===== src/rtl/rename_pkg.sv =====
package rename_pkg;
  localparam int ARCH_REGS = 8;
  localparam int PHYS_REGS = 32;

  // strobes from control into the datapath
  typedef struct packed {
    logic allocWr;   // take a free register and remap the destination
    logic retireWr;  // update the retirement map and release the displaced tag
    logic restore;   // copy retirement state into speculative state
  } renStrobe_t;
endpackage


===== src/rtl/rename_pick.sv =====
module rename_pick #(
  parameter int NumPhys = 32,
  localparam int PhysW = $clog2(NumPhys)
) (
  input  logic [NumPhys-1:0] freeVec,
  output logic [PhysW-1:0]   pick,
  output logic               anyFree
);
  logic [NumPhys-1:0] grant;

  // one-hot grant of the lowest set bit
  for (genvar i = 0; i < NumPhys; i++) begin : g_grant
    if (i == 0) begin : g_first
      assign grant[i] = freeVec[i];
    end else begin : g_rest
      assign grant[i] = freeVec[i] & ~(|freeVec[i-1:0]);
    end
  end

  always_comb begin
    pick = '0;
    for (int i = 0; i < NumPhys; i++) begin
      if (grant[i]) pick = pick | PhysW'(i);
    end
  end

  assign anyFree = |freeVec;
endmodule


===== src/rtl/rename_ctrl.sv =====
module rename_ctrl
  import rename_pkg::*;
#(
  parameter int NumArch = 8,
  localparam int ArchW = $clog2(NumArch)
) (
  input  logic             dispValid,
  input  logic             dispHasDst,
  input  logic [ArchW-1:0] dispDst,
  input  logic             cmtValid,
  input  logic             cmtHasDst,
  input  logic [ArchW-1:0] cmtArch,
  input  logic             recover,
  input  logic             anyFree,
  output logic             dispReady,
  output renStrobe_t       strobe
);
  logic needDst;

  // register 0 is never renamed
  assign needDst   = dispHasDst && (dispDst != '0);
  assign dispReady = !recover && (anyFree || !needDst);

  always_comb begin
    strobe          = '0;
    strobe.allocWr  = dispValid && dispReady && needDst;
    strobe.retireWr = cmtValid && cmtHasDst && (cmtArch != '0);
    strobe.restore  = recover;
  end
endmodule


===== src/rtl/rename_dp.sv =====
module rename_dp
  import rename_pkg::*;
#(
  parameter int NumArch = 8,
  parameter int NumPhys = 32,
  localparam int ArchW = $clog2(NumArch),
  localparam int PhysW = $clog2(NumPhys)
) (
  input  logic             clk,
  input  logic             rstN,
  input  renStrobe_t       strobe,
  input  logic [ArchW-1:0] dispSrcA,
  input  logic [ArchW-1:0] dispSrcB,
  input  logic [ArchW-1:0] dispDst,
  input  logic [ArchW-1:0] cmtArch,
  input  logic [PhysW-1:0] cmtPhys,
  output logic [PhysW-1:0] physSrcA,
  output logic [PhysW-1:0] physSrcB,
  output logic [PhysW-1:0] physDst,
  output logic             anyFree
);
  logic [PhysW-1:0]   specMap [NumArch];
  logic [PhysW-1:0]   retMap  [NumArch];
  logic [PhysW-1:0]   retNext [NumArch];
  logic [PhysW-1:0]   specNext[NumArch];
  logic [NumPhys-1:0] freeVec, freeNext;
  logic [NumPhys-1:0] allocMask, relMask, refMask;
  logic [PhysW-1:0]   pickTag;

  rename_pick #(.NumPhys(NumPhys)) u_pick (
    .freeVec(freeVec),
    .pick   (pickTag),
    .anyFree(anyFree)
  );

  assign physSrcA = specMap[dispSrcA];
  assign physSrcB = specMap[dispSrcB];
  assign physDst  = pickTag;

  // committed view after this cycle's commit, used for restore
  always_comb begin
    for (int a = 0; a < NumArch; a++) retNext[a] = retMap[a];
    relMask = '0;
    if (strobe.retireWr) begin
      retNext[cmtArch]         = cmtPhys;
      relMask[retMap[cmtArch]] = 1'b1;
    end
  end

  always_comb begin
    refMask = '0;
    for (int a = 0; a < NumArch; a++) refMask[retNext[a]] = 1'b1;
  end

  always_comb begin
    allocMask = '0;
    for (int a = 0; a < NumArch; a++) specNext[a] = specMap[a];
    if (strobe.allocWr) begin
      allocMask[pickTag] = 1'b1;
      specNext[dispDst]  = pickTag;
    end
    if (strobe.restore) begin
      for (int a = 0; a < NumArch; a++) specNext[a] = retNext[a];
      freeNext = ~refMask;
    end else begin
      freeNext = (freeVec & ~allocMask) | relMask;
    end
  end

  always_ff @(posedge clk) begin
    if (!rstN) begin
      for (int a = 0; a < NumArch; a++) begin
        specMap[a] <= PhysW'(a);
        retMap[a]  <= PhysW'(a);
      end
      for (int p = 0; p < NumPhys; p++) freeVec[p] <= (p >= NumArch);
    end else begin
      for (int a = 0; a < NumArch; a++) begin
        specMap[a] <= specNext[a];
        retMap[a]  <= retNext[a];
      end
      freeVec <= freeNext;
    end
  end
endmodule


===== src/rtl/rename_core.sv =====
module rename_core
  import rename_pkg::*;
#(
  parameter int NumArch = ARCH_REGS,
  parameter int NumPhys = PHYS_REGS,
  localparam int ArchW = $clog2(NumArch),
  localparam int PhysW = $clog2(NumPhys)
) (
  input  logic             clk,
  input  logic             rstN,
  input  logic             dispValid,
  input  logic             dispHasDst,
  input  logic [ArchW-1:0] dispSrcA,
  input  logic [ArchW-1:0] dispSrcB,
  input  logic [ArchW-1:0] dispDst,
  output logic             dispReady,
  output logic [PhysW-1:0] physSrcA,
  output logic [PhysW-1:0] physSrcB,
  output logic [PhysW-1:0] physDst,
  input  logic             cmtValid,
  input  logic             cmtHasDst,
  input  logic [ArchW-1:0] cmtArch,
  input  logic [PhysW-1:0] cmtPhys,
  input  logic             recover
);
  renStrobe_t strobe;
  logic       anyFree;

  rename_ctrl #(.NumArch(NumArch)) u_ctrl (
    .dispValid (dispValid),
    .dispHasDst(dispHasDst),
    .dispDst   (dispDst),
    .cmtValid  (cmtValid),
    .cmtHasDst (cmtHasDst),
    .cmtArch   (cmtArch),
    .recover   (recover),
    .anyFree   (anyFree),
    .dispReady (dispReady),
    .strobe    (strobe)
  );

  rename_dp #(.NumArch(NumArch), .NumPhys(NumPhys)) u_dp (
    .clk     (clk),
    .rstN    (rstN),
    .strobe  (strobe),
    .dispSrcA(dispSrcA),
    .dispSrcB(dispSrcB),
    .dispDst (dispDst),
    .cmtArch (cmtArch),
    .cmtPhys (cmtPhys),
    .physSrcA(physSrcA),
    .physSrcB(physSrcB),
    .physDst (physDst),
    .anyFree (anyFree)
  );
endmodule


===== config.mk =====
export PLATFORM = sky130hd
export DESIGN_NAME = rename_core
export DESIGN_NICKNAME = d
export VERILOG_FILES = /design/src/rtl/rename_pkg.sv /design/src/rtl/rename_pick.sv /design/src/rtl/rename_ctrl.sv /design/src/rtl/rename_dp.sv /design/src/rtl/rename_core.sv
export SDC_FILE = /design/constraint.sdc
export NUM_CORES = 1
export LEC_CHECK = 0
export BUFFER_PORTS_ARGS = -buffer_cell sky130_fd_sc_hd__buf_4
export CORE_ASPECT_RATIO = 0.6
export CORE_MARGIN = 10
export CORE_UTILIZATION = 45
export CTS_BUF_LIST = sky130_fd_sc_hd__clkbuf_2
export CTS_CLUSTER_SIZE = 24
export DETAILED_ROUTE_END_ITERATION = 10
export GPL_TIMING_DRIVEN = 0
export HOLD_SLACK_MARGIN = 0.05
export SYNTH_ARGS = -nofsm -noshare
export SYNTH_HDL_FRONTEND = slang
export SYNTH_SLANG_ARGS = --single-unit

===== constraint.sdc =====
create_clock -name clk -period 5.3 [get_ports clk]
set_clock_uncertainty 0.05 [all_clocks]
set_input_delay 1.325 -clock clk [delete_from_list [all_inputs] [get_ports clk]]
set_output_delay 1.325 -clock clk [all_outputs]
set_load 0.005 [all_outputs]

---- After elaboration in Yosys (flattened, before gate mapping) ----
Memory sizes are Yosys's and may differ from the RTL's.
Index checks and enable logic that the tools add are counted.
word-level totals
  register bits ........................... 32
  output and inout bits ................... 16
  memories ................................ 2
  bits in writable memories ............... 80
memories
  name          words  width  rd ports  clocked after memory_dff  write ports  RTL line         RTL
  u_dp.retMap   8      5      9         0                         8            rename_dp.sv:23  logic [PhysW-1:0] retMap [NumArch];
  u_dp.specMap  8      5      10        0                         8            rename_dp.sv:22  logic [PhysW-1:0] specMap [NumArch];
operators by class
  reduce and logical (&&, ||, !) cells .... 54
  bitwise operators ....................... 91
  multiplexer cells ....................... 81
  $lt $le $gt $ge ......................... 24
operators with widths
  cell                  count
  $or A32 B32 Y32       8
  $mux W5               34
  $mux W40              3
  $mux W32              3
  $bwmux W40            2
  $not A32 Y32          2
  $lt A5 B6 Y1 const B  10
  $demux W1 S5          10
  $ge A5 B1 Y1 const B  10
  $and A32 B32 Y32      1
  $mux W4               8
  $reduce_or A32 Y1     1
  $and A1 B1 Y1         31
  $not A1 Y1            31
  $reduce_or A31 Y1     1
  $demux W5 S3          2
  $reduce_or A30 Y1     1
  $reduce_or A29 Y1     1
  $reduce_or A28 Y1     1
  $reduce_or A27 Y1     1
  $reduce_or A26 Y1     1
  $reduce_or A25 Y1     1
  $reduce_or A24 Y1     1
  $reduce_or A23 Y1     1
  other kinds (32)      85

---- Longest topological paths before layout ----
  depth in word-level cells ............... 42
  mapped depth ............................ 11
  gate-level depth less buffers ........... 8

---- Cells and area by module ----
From an unflattened synthesis, not the netlist that was laid out.
second synthesis, totals
  cells, all modules ...................... 1536
  area total of the unflattened synthesis .. 11319.6 um^2
modules (own cells, without submodules)
  module       area each (um^2)  seq. area each (um^2)  instances  cells an instance
  rename_dp    10899.2           2242.2                 1          1463
  rename_pick  375.4             0.0                    1          67
  rename_ctrl  45.0              0.0                    1          6

---- Worst setup path after synthesis ----
Ideal clock, no wire load.
  path type ............................... in2reg
  start ................................... in dispDst[1]
  end ..................................... mem u_dp.specMap[0][0] (netlist name), enable pin
  setup time .............................. 0.442 ns
  stages .................................. 4
  data required time ...................... 4.808 ns
  arrival ................................. 3.607 ns
  slack ................................... 1.202 ns
  cell sequence ........................... clkbuf_1 -> or3_1 -> nand4_1 -> o21ai_0
RTL lines
  element             RTL line           RTL
  start: declaration  rename_core.sv:15  input logic [ArchW-1:0] dispDst,
  end: declaration    rename_dp.sv:22

---- Worst setup path after layout ----
  start ................................... reg u_dp.freeVec[18]
  end ..................................... out physDst[1]
on the way
  longest elaborated chain between the ends .. 16
  elaborated cells on any way between the ends .. 36
  classes of those cells .................. mux (14); bitwise (15); reduce/logical (7)
ends and longest elaborated chain
  element                   RTL line           RTL
  start: declaration        rename_dp.sv:26    logic [NumPhys-1:0] freeVec, freeNext;
  start signal: assignment  rename_dp.sv:82    freeVec <= freeNext;
  $reduce_or A19 Y1         rename_pick.sv:16  assign grant[i] = freeVec[i] & ~(|freeVec[i-1:0]);
  $not A1 Y1                rename_pick.sv:16
  $and A1 B1 Y1             rename_pick.sv:16
  $mux W5 (12 in series)    rename_pick.sv:23  if (grant[i]) pick = pick | PhysW'(i);
  $mux W5 (*)               rename_pick.sv:23
  end: declaration          rename_core.sv:19  output logic [PhysW-1:0] physDst,
Mark *: on every way between the ends. The rest lies on a longest branch, timed or not.

==> reports/metrics.cfg <==
[worst_setup_path]
cp_data_required_time_ns = 3.92
start_kind = register
reg2reg_slack_ns = 1.84
r2r_cells = 7
end_kind = output pin
reg2reg_from = u_dp.freeVec[18]
worstReg2RegEnd = u_dp.freeVec[29]
critPathKind = register to output pin
worstPathArrival_ns = 3.49
crit_path_max_fanout = 10

[die]
die_h_microns = 132
num_rows = 40
ios = 40
core_area_sq_um = 20200
die_area_sq_um = 27200
initial_core_util_pct = 46.3
die_width_microns = 206

[synthesis]
yosys.area_share.simple_pct = 24.1
syn-cell-area_sq_um = 9370
yosys_warnings = 0
synth_cells = 1192
yosysSeqAreaShare_pct = 26.6
synth_top_family_by_area = compound AO/OA/AOI/OAI gates
synthAdderAreaFrac_pct = 0
yosys.area_share.xor_xnor_pct = 0
synth-edff-count = 25
synth_compound_area_share_pct = 30.6
synth_nets = 1216
ys_types = 79
syn_avg_cell_area_sq_um = 7.86
synth.area.mux_share_pct = 12.8
synth_seq_cells = 112
synthArstFlopShare_pct = 0
synth_flop_cell = dfxtp_1

[final_layout]
final_cell_count_no_fill = 1515
diodes = 0
nets = 1261
regArea_sq_um = 2490
nFillCells = 2023
multi_input_area_sq_um = 6360
area_delta_synth_final_pct = 8.01
final_layout_size_suffix_gt1_share_pct = 11.3

[timing]
rsz0062_at_grt = false
fin_setup_tns_ns = 0
clock.fmax_mhz = 206
setup_viol = 0
final.period_utilization_pct = 91.7
worst_slew_pin_slew_ns = 1.63
finalCriticalPeriod_ns = 4.86
hold_viol = 0
slew_viol_final = 27
timing.slew.headroom_pct = -9.22

[detailed_routing]
first_iter_violations = 2485
wirelength_mm = 48.5
drc_errors = 0
drt_pass1_iterations = 11
via_per_inst = 7.63
drt-wirelength-per-cell_microns = 32.0
vias = 11560
antenna_left = 0

[clock_tree]
clock-root-buffer = clkbuf_2
clock-sinks = 112
cts_max_path_buffers = 2
numCtsBuffers = 9
htree_levels = 3
clock_latency_ns = 0.73
clk_pin_slew_ns = 0.41
hold_buffers = 0
tritoncts = yes
cts-resized-gates = 0
postCtsSetupRepairBufs = 0

[place]
io_buffers = 32
gp_congestion = 1.22
dp.cells = 1499
hpwl_mm = 37.5

[flow_run]
max_cap_violations = 3

[power_and_ir_drop]
power_frac_comb_pct = 27.9
swShare_pct = 39.0
seqPwrFrac_pct = 50.1
p_switching_w = 0.000746
p_leak_nw = 3.51
ir_worst_vdd_mv = 0.120
p_int_w = 0.00117
power_density_nw_per_um2 = 189
pwr-share-clk_pct = 22.0

[global_route]
grt_pass1_vias = 10293
grt_max_degree = 22
grt_remaining_overflow = 0
antenna_found_initial = 0
grt_use_total_pct = 34.3
grt_first_pass_wirelength_mm = 70.3

[worst_hold_path]
whs_path_depth = 2
holdPathEnd = u_dp.specMap[6][1]
holdCritStartpoint = u_dp.specMap[6][1]
hp-class = register to register

[outcome]
status = finished with violations
violations = capacitance limit, slew limit

[kinds of logic after synthesis]
logic type | Yosys count
AO/OA/AOI/OAI | 401
AND/OR/NAND/NOR | 448
buffers and inverters | 141
multiplexers | 90
flip-flops | 112
[final cells by class]
class / count / share of cell area (%)
clock buffers: 9 / 0.445
plain buffers: 95 / 3.75
clock inverters: 7 / 0.680
multi-input cells: 939 / 62.8
repair buffers: 34 / 2.60
inverters: 46 / 1.71
flip-flops and latches: 112 / 24.6
well taps: 273 / 3.38
[cell usage after synthesis (6+ instances only)]
library cell  count  area, sq um
a221oi_1          8         70.1
nand3_1          28          140
mux2_2           20          225
nor4_1           16          100
nand3b_1         11         82.6
o211ai_1         16          120
o311ai_0         17          149
clkbuf_1         70          263
inv_1            43          161
nor3_1           73          365
nor3b_1           8         60.1
nor2_1          135          507
o22a_1            7         61.3
o221ai_1         36          315
o21ai_0          42          210
buf_1             9         33.8
edfxtp_1         25          751
and2_1            8         50.1
a211oi_1         33          248
nand2b_1         17          106
nand2_1          80          300
mux4_2           22          495
or3_1             9         56.3
nor2b_1          12         75.1
nand4_1          12         75.1
a21oi_1          47          235
o22ai_1          67          419
dfxtp_1          87         1740
or4_1             8         60.1
o21ai_1           6         30.0
buf_2            15         75.1
a31oi_1          29          181
mux2i_1          48          480
a41oi_1          20          175
a211o_1           9         78.8
a22oi_1           6         45.0
[worst max-delay path by stage]
stage	start	to	slack, ns	cells past startpoint
detailed placement	recover	dispReady	0.65	6
finish	u_dp.freeVec[18]	physDst[1]	0.44	6
floorplan	dispDst[1]	u_dp.specMap[0][0]	1.20	4
global placement	dispDst[1]	u_dp.specMap[3][4]	-0.08	4
global route	u_dp.freeVec[18]	physDst[1]	0.33	6
CTS	u_dp.freeVec[18]	physDst[1]	0.24	6
[sequential cells by signal (all words and copies together) (netlist names)]
register / cells
u_dp.specMap: 40
u_dp.freeVec: 32
u_dp.retMap: 40
[worst max-delay path, stage by stage, from the launching register on]
cell and delay, ns:
dfxtp_1 0.45, nor3b_1 0.17, o311ai_0 0.57, o31ai_1 0.25
nor2_2 0.52, clkinv_1 0.55, buf_4 0.30
[power by group through the flow]
| stage | combinational, W | clock [W] | sequential [W] |
|---|---|---|---|
| floorplan | 0.000305 | 0 | 0.000952 |
| global placement | 0.000504 | 0 | 0.000970 |
| detailed placement | 0.000501 | 0 | 0.000970 |
| CTS | 0.000503 | 0.000415 | 0.000955 |
| global route | 0.000552 | 0.000455 | 0.000964 |
| finish | 0.000534 | 0.000420 | 0.000959 |
[cell usage in the layout, fill, tap and decap left out, types with 41 or more instances in the layout]
| master | count |
|---|---|
| nor2_1 | 134 |
| clkbuf_1 | 70 |
| nor3_1 | 73 |
| mux2i_1 | 48 |
| nand2_1 | 80 |
| dfxtp_1 | 87 |
| inv_1 | 43 |
| o22ai_1 | 67 |
| o21ai_0 | 41 |
| a21oi_1 | 47 |
[metrics by stage]
| step | util, % | total power [W] | hold slack [ns] | setup slack [ns] | area (sq um) |
|---|---|---|---|---|---|
| 3_5_place_dp | 49.4 | 0.00147 | 0.410 | 0.652 | 10000 |
| 3_3_place_gp | 49.2 | 0.00147 | 0.401 | -0.0803 | 9950 |
| 2_1_floorplan | - | 0.00126 | 0.375 | 1.20 | 9370 |
| 5_1_grt | 50.0 | 0.00197 | 0.469 | 0.327 | 10100 |
| 6_report | 50.0 | 0.00191 | 0.440 | 0.440 | 10100 |
| 4_1_cts | 50.0 | 0.00187 | 0.435 | 0.245 | 10100 |
[metal layers]
layer / vias up / track usage (%) / routed length [microns]
li1: 4771 / - / -
met1: 5555 / 48.0 / 19400
met2: 1053 / 43.2 / 18000
met3: 173 / 19.1 / 9270
met4: 8 / 7.59 / 1560
met5: - / 7.50 / 282
(Power assumes the default switching activity.)
